--- src/rtl/ibr_pkg.sv ---
package ibr_pkg;
  localparam int DATA_W    = 16;
  localparam int WORD_W    = 32;
  localparam int OPC_W     = 4;
  localparam int OPC_LSB   = 28;
  localparam int STAT_LSB  = 16;
  localparam int DONE_BIT  = 18;

  localparam logic [OPC_W-1:0] OPC_WRITE = 4'd1;
  localparam logic [OPC_W-1:0] OPC_READ  = 4'd2;

  typedef enum logic [1:0] {
    XS_NORESP  = 2'd0,
    XS_OK      = 2'd1,
    XS_REFUSED = 2'd2,
    XS_RSPERR  = 2'd3
  } xfer_status_e;

  typedef enum logic {
    SEQ_IDLE = 1'b0,
    SEQ_BUSY = 1'b1
  } seq_state_e;

  typedef struct packed {
    logic valid;
    logic is_write;
  } opc_dec_t;
endpackage

--- src/rtl/ibr_opc_decode.sv ---
module ibr_opc_decode
  import ibr_pkg::*;
#(
  parameter int ADDR_W = 12
) (
  input  logic [WORD_W-1:ADDR_W] cmd_hi,
  output opc_dec_t               dec
);
  localparam int RSV_W = OPC_LSB - ADDR_W;

  logic [OPC_W-1:0] opc;
  logic [RSV_W-1:0] rsv;

  assign opc = cmd_hi[WORD_W-1:OPC_LSB];
  assign rsv = cmd_hi[OPC_LSB-1:ADDR_W];

  always_comb begin
    dec.valid    = 1'b0;
    dec.is_write = 1'b0;
    if (rsv == '0) begin
      if (opc == OPC_WRITE) begin
        dec.valid    = 1'b1;
        dec.is_write = 1'b1;
      end else if (opc == OPC_READ) begin
        dec.valid    = 1'b1;
      end
    end
  end
endmodule

--- src/rtl/ibr_timeout.sv ---
module ibr_timeout #(
  parameter int LIMIT = 24
) (
  input  logic clk,
  input  logic rst_n,
  input  logic start,
  input  logic run,
  output logic expired
);
  localparam int CNT_W = $clog2(LIMIT + 1);
  localparam logic [CNT_W-1:0] LAST = CNT_W'(LIMIT - 1);

  logic [CNT_W-1:0] cnt_q, cnt_d;
  logic             cnt_en;

  assign expired = run && (cnt_q == LAST);

  always_comb begin
    cnt_en = 1'b0;
    cnt_d  = cnt_q;
    if (start) begin
      cnt_en = 1'b1;
      cnt_d  = '0;
    end else if (run && !expired) begin
      cnt_en = 1'b1;
      cnt_d  = cnt_q + 1'b1;
    end
  end

  always_ff @(posedge clk or negedge rst_n) begin
    if (!rst_n) cnt_q <= '0;
    else if (cnt_en) cnt_q <= cnt_d;
  end
endmodule

--- src/rtl/ibr_seq.sv ---
module ibr_seq
  import ibr_pkg::*;
#(
  parameter int ADDR_W      = 12,
  parameter int TIMEOUT_CYC = 24
) (
  input  logic              clk,
  input  logic              rst_n,
  input  logic              cmd_wr,
  input  logic              wdat_wr,
  input  logic [WORD_W-1:0] wr_data,
  input  logic [DATA_W-1:0] sb_rdata,
  input  logic              sb_ack,
  input  logic              sb_err,
  output logic              sb_req,
  output logic              sb_we,
  output logic [ADDR_W-1:0] sb_addr,
  output logic [DATA_W-1:0] sb_wdata,
  output logic              done,
  output xfer_status_e      status,
  output logic [DATA_W-1:0] rdata
);
  seq_state_e        state_q, state_d;
  logic              done_q, done_d;
  xfer_status_e      stat_q, stat_d;
  logic [DATA_W-1:0] rdat_q, rdat_d;
  logic [ADDR_W-1:0] addr_q, addr_d;
  logic              we_q, we_d;
  logic [DATA_W-1:0] wdat_q;
  logic              accept, wdat_en, expired;
  opc_dec_t          dec;

  ibr_opc_decode #(.ADDR_W(ADDR_W)) u_dec (
    .cmd_hi (wr_data[WORD_W-1:ADDR_W]),
    .dec    (dec)
  );

  ibr_timeout #(.LIMIT(TIMEOUT_CYC)) u_tmo (
    .clk     (clk),
    .rst_n   (rst_n),
    .start   (accept),
    .run     (state_q == SEQ_BUSY),
    .expired (expired)
  );

  assign accept  = cmd_wr && (state_q == SEQ_IDLE);
  assign wdat_en = wdat_wr && (state_q == SEQ_IDLE);

  always_comb begin
    state_d = state_q;
    done_d  = done_q;
    stat_d  = stat_q;
    rdat_d  = rdat_q;
    addr_d  = addr_q;
    we_d    = we_q;
    if (state_q == SEQ_IDLE) begin
      if (accept) begin
        done_d = 1'b0;
        stat_d = XS_NORESP;
        rdat_d = '0;
        addr_d = wr_data[ADDR_W-1:0];
        we_d   = dec.is_write;
        if (dec.valid) begin
          state_d = SEQ_BUSY;
        end else begin
          done_d = 1'b1;
          stat_d = XS_REFUSED;
        end
      end
    end else begin
      if (sb_err) begin
        state_d = SEQ_IDLE;
        done_d  = 1'b1;
        stat_d  = XS_RSPERR;
        rdat_d  = '0;
      end else if (sb_ack) begin
        state_d = SEQ_IDLE;
        done_d  = 1'b1;
        stat_d  = XS_OK;
        rdat_d  = we_q ? '0 : sb_rdata;
      end else if (expired) begin
        state_d = SEQ_IDLE;
        done_d  = 1'b1;
        stat_d  = XS_NORESP;
      end
    end
  end

  always_ff @(posedge clk or negedge rst_n) begin
    if (!rst_n) begin
      state_q <= SEQ_IDLE;
      done_q  <= 1'b0;
      stat_q  <= XS_NORESP;
      rdat_q  <= '0;
      addr_q  <= '0;
      we_q    <= 1'b0;
    end else begin
      state_q <= state_d;
      done_q  <= done_d;
      stat_q  <= stat_d;
      rdat_q  <= rdat_d;
      addr_q  <= addr_d;
      we_q    <= we_d;
    end
  end

  always_ff @(posedge clk or negedge rst_n) begin
    if (!rst_n) wdat_q <= '0;
    else if (wdat_en) wdat_q <= wr_data[DATA_W-1:0];
  end

  assign sb_req   = (state_q == SEQ_BUSY);
  assign sb_we    = we_q;
  assign sb_addr  = addr_q;
  assign sb_wdata = wdat_q;
  assign done     = done_q;
  assign status   = stat_q;
  assign rdata    = rdat_q;
endmodule

--- src/rtl/ibr_bridge.sv ---
module ibr_bridge
  import ibr_pkg::*;
#(
  parameter int ADDR_W      = 12,
  parameter int TIMEOUT_CYC = 24
) (
  input  logic              clk,
  input  logic              rst_n,
  input  logic              host_wr_en,
  input  logic              host_wr_sel,
  input  logic [31:0]       host_wr_data,
  output logic [31:0]       host_rd_word,
  output logic              sb_req,
  output logic              sb_we,
  output logic [ADDR_W-1:0] sb_addr,
  output logic [15:0]       sb_wdata,
  input  logic [15:0]       sb_rdata,
  input  logic              sb_ack,
  input  logic              sb_err
);
  localparam int PAD_W = WORD_W - DONE_BIT - 1;

  logic [1:0]        rst_sync_q;
  logic              rst_int_n;
  logic              done;
  xfer_status_e      status;
  logic [DATA_W-1:0] rdata;

  always_ff @(posedge clk or negedge rst_n) begin
    if (!rst_n) rst_sync_q <= 2'b00;
    else        rst_sync_q <= {rst_sync_q[0], 1'b1};
  end
  assign rst_int_n = rst_sync_q[1];

  ibr_seq #(.ADDR_W(ADDR_W), .TIMEOUT_CYC(TIMEOUT_CYC)) u_seq (
    .clk      (clk),
    .rst_n    (rst_int_n),
    .cmd_wr   (host_wr_en && !host_wr_sel),
    .wdat_wr  (host_wr_en && host_wr_sel),
    .wr_data  (host_wr_data),
    .sb_rdata (sb_rdata),
    .sb_ack   (sb_ack),
    .sb_err   (sb_err),
    .sb_req   (sb_req),
    .sb_we    (sb_we),
    .sb_addr  (sb_addr),
    .sb_wdata (sb_wdata),
    .done     (done),
    .status   (status),
    .rdata    (rdata)
  );

  assign host_rd_word = {{PAD_W{1'b0}}, done, status, rdata};
endmodule

--- config.mk ---
export PLATFORM = sky130hd
export DESIGN_NAME = ibr_bridge
export DESIGN_NICKNAME = d
export VERILOG_FILES = /design/src/rtl/ibr_pkg.sv /design/src/rtl/ibr_opc_decode.sv /design/src/rtl/ibr_timeout.sv /design/src/rtl/ibr_seq.sv /design/src/rtl/ibr_bridge.sv
export SDC_FILE = /design/constraint.sdc
export NUM_CORES = 1
export LEC_CHECK = 0
export BUFFER_PORTS_ARGS = -buffer_cell sky130_fd_sc_hd__buf_2
export CAP_MARGIN = 20
export CORE_UTILIZATION = 40
export DETAILED_ROUTE_END_ITERATION = 8
export PLACE_DENSITY = 0.78
export REMOVE_ABC_BUFFERS = 1
export SLEW_MARGIN = 40
export SYNTH_ARGS = -nofsm -noshare
export SYNTH_HDL_FRONTEND = slang
export SYNTH_HIERARCHICAL = 1
export SYNTH_SLANG_ARGS = --single-unit
--- constraint.sdc ---
create_clock -name clk -period 2.29 [get_ports clk]
set_input_delay 0.687 -clock clk [delete_from_list [all_inputs] [get_ports clk]]
set_output_delay 0.687 -clock clk [all_outputs]
set_load 0.005 [all_outputs]
# Yosys cells after proc, flatten, opt, wreduce, memory -nomap -nowiden
# Cells that the tools add are included.
# word_totals
regBits	56
inputBits	54
output_inout_bits	62
wordCells	62
# classes
add_sub_neg	1
n_eq_ne	5
mux	31
bitwise	1
n_reduce_logical	15
# ops
op	n
$mux 16	5
$mux 1	17
$logic_not 16->1	1
$mux 2	7
$mux 5	2
$reduce_and 2->1	4
$logic_and 1x1->1	6
$add 5x1->5 const B	1
$eq 5x5->1 const B	1
$eq 4x1->1 const B	1
$eq 4x2->1 const B	1
$ne 4x4->1 const B	1
$reduce_bool 2->1	2
$ne 3x3->1 const B	1
$logic_not 1->1	2
$not 1->1	1

# Logic depth before layout (Yosys ltp)
# Gate-level depths: netlist of the first run.
# logic_depth
word_depth	7
depth_mapped	6

# Hierarchy
# The synthesis of the first run kept the hierarchy.
# modules_own_cells
mod	n_inst	cells_each	area_per_inst_um2	seq_area_each_um2
ibr_seq	1	141	1994.4	1226.2
ibr_timeout	1	28	297.8	125.1
ibr_bridge	1	20	178.9	50.0
ibr_opc_decode	1	10	66.3	0.0

# Worst setup path after synthesis of the first run
# Ideal clock, no wire load.
# synth_timing
path_kind	input -> register
start	input host_wr_sel
end	register u_seq.addr_q[0], in the netlist u_seq/sb_addr[0]
setup_ns	0.125
t_arrival_ns	1.755
t_required_ns	2.165
path_slack_ns	0.410
stages	5
path_cell_list	and2b_2 -> nor2b_1 -> buf_2 -> buf_4 -> mux2_2
# synth_between
elab_chain_cells	4
# synth_rtl
element	line	source
from (decl)	ibr_bridge.sv:10	input logic host_wr_sel,
$logic_not 1->1	ibr_bridge.sv:38	.cmd_wr (host_wr_en && !host_wr_sel),
$logic_and 1x1->1	ibr_bridge.sv:38	
$logic_and 1x1->1	ibr_seq.sv:46	assign accept = cmd_wr && (state_q == SEQ_IDLE);
net u_seq.accept	ibr_seq.sv:30	logic accept, wdat_en, expired;
$reduce_and 2->1 (no source line)	-	
to (signal assigned)	ibr_seq.sv:102	addr_q <= addr_d;
to (decl)	ibr_seq.sv:27	logic [ADDR_W-1:0] addr_q, addr_d;
# The timed path passes the listed nets, and every way through them passes these cells.
# A chain may end at the register's enable or synchronous reset.

# Final worst setup path of the first run
# layout_timing
start	register u_seq.state_q, in the netlist u_seq/sb_req
end	output sb_req
# layout_lines
element	line	source
from (decl)	ibr_seq.sv:23	seq_state_e state_q, state_d;
from (signal assigned)	ibr_seq.sv:98	state_q <= state_d;
to (decl)	ibr_bridge.sv:13	output logic sb_req,
# No word-level cell between the ends.

==> flow_summary.ini, run 1 <==
[status]
status = completed

[synthesis]
synth_edf_count = 0
yosys-top-cells-count = dfrtp_1, mux2_2, buf_4
synth-seq-cells = 56
synth_area_um2 = 2540
yosysMostFrequentCell = dfrtp_1
syn_avg_cell_area_um2 = 12.8
synth_area_leaders = dfrtp_1, mux2_2, buf_4
ys_warn_count = 6
yosysTopAreaCell = dfrtp_1
synth_top_flop_cell = dfrtp_1
synth_top_cell_area_share_pct = 55.2
synth-seq-area-share_pct = 55.2
netlist_instances = 199
synth.distinct_cells = 40
async_reset_ff_share_pct = 100

[setup_path]
cp_top_family = flip-flops
startpoint_type = flip-flop
crit_slowest_cell = dfrtp_1
cp-end-kind = output pin
required_ps = 1600
path_cells = buf_2
timing.critical_path.buf_inv = 1
cp_max_fo = 17
reg2reg_slack_ps = 500
path_class = reg2out
worstReg2RegEnd = u_seq/rdata[8]$_DFFE_PN0P_
cp_slowest_stage_delay_ps = 720
arrival_ps = 1240
rr_startpoint = u_seq/sb_req$_DFF_PN0_
reg2reg_depth = 3

[clock_network]
cts_made_buffers = 5
h-tree-depth = 2
clock-root-buffer = clkbuf_8
cts.clk_slew.worst_paths_ps = 100
numClockSinks = 56
clk_path_buf_depth = 2
ctsResizeCount = 0
holdBufCountCts = 0
post_cts_buffers = 0
tritoncts = built
clock_latency_ps = 300

[timing]
max_freq_mhz = 519
period_needed_ps = 1930
finalCritPeriodShare_pct = 84.2
setup_viol = 0
fin_skew_ps = 7.52
slew_violations = 0
worst_pin_slew_ps = 668
hold_violations = 0
fin_ws_ps = 362
tns_ps = 0
slew_headroom_pct = 55.4
rsz0062_at_grt = false

[cells_and_area]
regArea_um2 = 1400
area_delta_synth_final_pct = 24.6
multi_input_area_um2 = 1010
fillers = 558
num-nets-final = 355
design_area_um2 = 3160
drive_gt1_share_pct = 55.1
num_antenna_cells = 0

[route]
ant_nets = 0
first_pass_iters = 4
drc = 0
routedWlPerCell_um = 13.7
dr.first_iter.drc_count = 61
via_per_inst = 4.94
vias = 1859
totalWireLength_um = 5140

[global_route]
gr-max-usage-layer = met2
track_usage_pct = 16.5
met3_usage_pct = 3.44
antenna_found_initial = 0
first_global_vias = 1892
met1_usage_pct = 20.5
gr-usage-met2_pct = 28.5
grt_pass1_wl_um = 8420
grt-ovfl-total = 0
grt_start_max_net_pins = 33

[power_and_ir_drop]
p_total_mw = 1.92
p_per_area_nw_per_um2 = 608
peakVddDrop_uv = 369
p_leak_nw = 1.55

[job]
cap_violations = 0

[worst_hold_path]
hold_path.class = in2async

[floorplanning]
die_w_um = 81.6
die-area_um2 = 6670
core_area_um2 = 6030
die_y_um = 81.6
pin_count = 116
floorplan.initialDensity_pct = 42.1
row_count = 28

[placement]
dp_slack_ps = 141
dpl.hpwl_um = 3810
gp_congestion = 0.695
placed_cell_area_um2 = 3070
portBuffers = 102
## per-stage QoR
step / hold slack (ps) / cells / util (%)
floorplan: 331 / 188 / -
global placement: 252 / 368 / 50.9
detailed placement: 253 / 368 / 50.9
CTS: 131 / 376 / 52.5
global route: 120 / 376 / 52.5
finish: 144 / 376 / 52.5
## cells by family (layout without fill, tap and decap cells)
kind of cell / after synthesis / in the layout / synth area share [%]
and+or+nand+nor: 45 / 45 / 10.7
other: 2 / 14 / 0.296
muxes: 32 / 32 / 14.4
DFF: 56 / 56 / 55.2
AOI/OAI and AO/OA: 37 / 37 / 11.2
adders and majority gates: 1 / 1 / 0.493
buffers and inverters: 24 / 114 / 7.00
xor gates and xnor gates: 2 / 2 / 0.690
## cells in the final DEF, fill, tap and decap left out, types with 2 or more instances in the layout
| cell | n |
|---|---|
| a32o_1 | 5 |
| nand2b_1 | 2 |
| clkbuf_8 | 5 |
| nor4_1 | 4 |
| nand3_1 | 2 |
| o21a_1 | 2 |
| nor2_1 | 6 |
| dfrtp_1 | 55 |
| o21ai_0 | 14 |
| buf_2 | 102 |
| conb_1 | 14 |
| mux2_2 | 29 |
| buf_12 | 2 |
| nor3_1 | 2 |
| mux2_4 | 2 |
| nand2_1 | 14 |
| o21ai_2 | 10 |
| nor2b_1 | 4 |
| and4_1 | 2 |
## sequential cells by signal, summed over array words and instances, names as in the netlist
register and flops:
rst_sync_q 2, u_seq/done 1, u_seq/rdata 16, u_seq/sb_addr 12
u_seq/sb_req 1, u_seq/sb_wdata 16, u_seq/sb_we 1, u_seq/status 2
u_seq/u_tmo/cnt_q 5
## area by class of cell
cell class	instances	area share, %
Sequential cell	56	44.4
Clock inverter	3	0.713
Clock buffer	5	2.18
Multi-Input combinational cell	131	32.0
Timing Repair Buffer	105	17.7
Inverter	1	0.119
Tap cell	75	2.97
## power breakdown
group,internal (mW),switching [mW]
Combinational,0.158,0.118
Sequential,1.06,0.0432
Clock,0.220,0.319
Total,1.44,0.480
## worst max-delay path by stage
stage | to | depth (start not counted) | start
3_5_place_dp | u_seq/status[1]$_DFFE_PN0P_ | 6 | host_wr_data[13]
6_report | sb_req | 1 | u_seq/sb_req$_DFF_PN0_
4_1_cts | sb_req | 1 | u_seq/sb_req$_DFF_PN0_
2_1_floorplan | u_seq/sb_addr[0]$_DFFE_PN0P_ | 3 | host_wr_sel
3_3_place_gp | u_seq/status[1]$_DFFE_PN0P_ | 6 | host_wr_data[13]
5_1_grt | sb_req | 1 | u_seq/sb_req$_DFF_PN0_
## layer usage
metal,routed length [µm],vias to the layer above
met5,0,-
met4,74,0
met3,305,8
met2,2550,71
met1,2220,902
li1,-,878
Note: power is estimated with default switching activity, not from simulation.
==> run 2: changes to the inputs <==
--- a/config.mk
+++ b/config.mk
@@ -9,7 +9,7 @@
 export CAP_MARGIN = 20
 export CORE_UTILIZATION = 40
 export DETAILED_ROUTE_END_ITERATION = 8
-export PLACE_DENSITY = 0.78
+export PLACE_DENSITY = 0.81
 export REMOVE_ABC_BUFFERS = 1
 export SLEW_MARGIN = 40
 export SYNTH_ARGS = -nofsm -noshare
==> constraint.sdc (replaced) <==
create_clock -name clk -period 1.6 [get_ports clk]
set_input_delay 0.48 -clock clk [delete_from_list [all_inputs] [get_ports clk]]
set_output_delay 0.48 -clock clk [all_outputs]
set_load 0.005 [all_outputs]
==> flow_summary.ini, run 2 (synthesis results as in run 1) <==
[status]
status = completed

[clock_network]
cts.clk_slew.worst_paths_ps = 100
clk_path_buf_depth = 2
holdBufCountCts = 1
tritoncts = built
post_cts_buffers = 0
clock_latency_ps = 310
h-tree-depth = 2
ctsResizeCount = 0
numClockSinks = 56
clock-root-buffer = clkbuf_8
cts_made_buffers = 5

[global_route]
first_global_vias = 1903
track_usage_pct = 17.5
grt_start_max_net_pins = 55
antenna_found_initial = 0
grt-ovfl-total = 0
grt_pass1_wl_um = 8740

[timing]
fin_skew_ps = 5.90
rsz0062_at_grt = false
worst_pin_slew_ps = 622
setup_viol = 0
hold_violations = 0
slew_violations = 0
period_needed_ps = 1510
max_freq_mhz = 662
slew_headroom_pct = 58.4
finalCritPeriodShare_pct = 94.4

[power_and_ir_drop]
p_per_area_nw_per_um2 = 893
p_total_mw = 2.95
p_leak_nw = 1.62
netSwitchingPower_mw = 0.709
peakVddDrop_uv = 524
comb_power_share_pct = 14.5
netSwitchingFraction_pct = 24.1
p_int_mw = 2.24
power_frac_clock_pct = 32.0
seqPwrFrac_pct = 53.5

[route]
ant_nets = 0
dr.first_iter.drc_count = 68
via_per_inst = 4.94
routedWlPerCell_um = 14.2
first_pass_iters = 4
drc = 0
totalWireLength_um = 5530
vias = 1928

[placement]
portBuffers = 102
placed_cell_area_um2 = 3180
dpl.hpwl_um = 4090
gp_congestion = 0.773

[floorplanning]
pin_count = 116
core_area_um2 = 6030
row_count = 28
die-area_um2 = 6670
die_y_um = 81.6
floorplan.initialDensity_pct = 42.1
die_w_um = 81.6

[cells_and_area]
drive_gt1_share_pct = 56.8
fillers = 532
final_common_cell = buf_2
final_cell_mix = buf_2, dfrtp_1, mux2_2
design_area_um2 = 3300
num-nets-final = 369
multi_input_area_um2 = 1010
num_antenna_cells = 0
area_delta_synth_final_pct = 30.1
regArea_um2 = 1400

[worst_hold_path]
hold_path.class = reg2async

[setup_path]
cp_max_fo = 12
path_class = reg2out
startpoint_type = flip-flop
cp-end-kind = output pin
required_ps = 1120
arrival_ps = 1030

[job]
cap_violations = 0
run 2: changes by cell type in the layout (fill, tap and decap cells not counted), sizes merged:
cell	delta
clkinvlp	+1
clkinv	-2
bufinv	+1
dlygate4sd3	+1
buf	+13
run 2: cell type report:
type / instances / area share [%]
multi-input cells: 131 / 30.5
repair buffers: 119 / 20.5
flip-flops and latches: 56 / 42.5
well taps: 75 / 2.84
inverters: 1 / 0.114
clock buffers: 5 / 2.08
clock inverters: 3 / 1.40
run 2: final timing paths:
path	startpoint	end	slack (ps)	cells past startpoint
min	rst_sync_q[1]$_DFF_PN0_	u_seq/sb_wdata[8]$_DFFE_PN0P_	270	1
max	u_seq/sb_req$_DFF_PN0_	sb_req	90	2
min in group clk	rst_sync_q[0]$_DFF_PN0_	rst_sync_q[1]$_DFF_PN0_	360	0
max reg2reg	u_seq/sb_req$_DFF_PN0_	u_seq/rdata[13]$_DFFE_PN0P_	150	4
min reg2reg	rst_sync_q[1]$_DFF_PN0_	u_seq/sb_wdata[8]$_DFFE_PN0P_	270	1
max in group asynchronous	rst_n	rst_sync_q[1]$_DFF_PN0_	1020	2
run 2: per-layer routing:
metal,track usage (%),up-vias,wire (µm)
met5,0,-,0
met4,4.04,0,15
met3,5.33,2,389
met2,30.5,82,2810
met1,21.1,938,2320
li1,-,906,-
run 2: worst max-delay path, stage by stage (launching register included):
cell     delay (ps)
dfrtp_1         400
buf_4           180
buf_2           140
run 2: stage by stage:
| stage | hold slack [ps] | util (%) | worst slack, ps | TNS, ps | cells |
|---|---|---|---|---|---|
| finish | 270 | 54.8 | 89.5 | 0 | 390 |
| floorplan | 184 | - | -596 | -19910 | 188 |
| CTS | 285 | 54.8 | 80.3 | 0 | 390 |
| global route | 311 | 54.8 | 24.0 | 0 | 390 |
| detailed placement | 268 | 52.7 | -169 | -2470 | 381 |
| global placement | 266 | 52.7 | -126 | -1700 | 381 |
run 2: power by group through the flow:
stage                     sequential, mW  clock [mW]  combinational, mW
final                               1.58       0.944              0.426
after global routing                1.59        1.04              0.474
after CTS                           1.58       0.981              0.435
after detailed placement            1.60           0              0.432
after global placement              1.60           0              0.420
after floorplan                     1.63           0              0.150
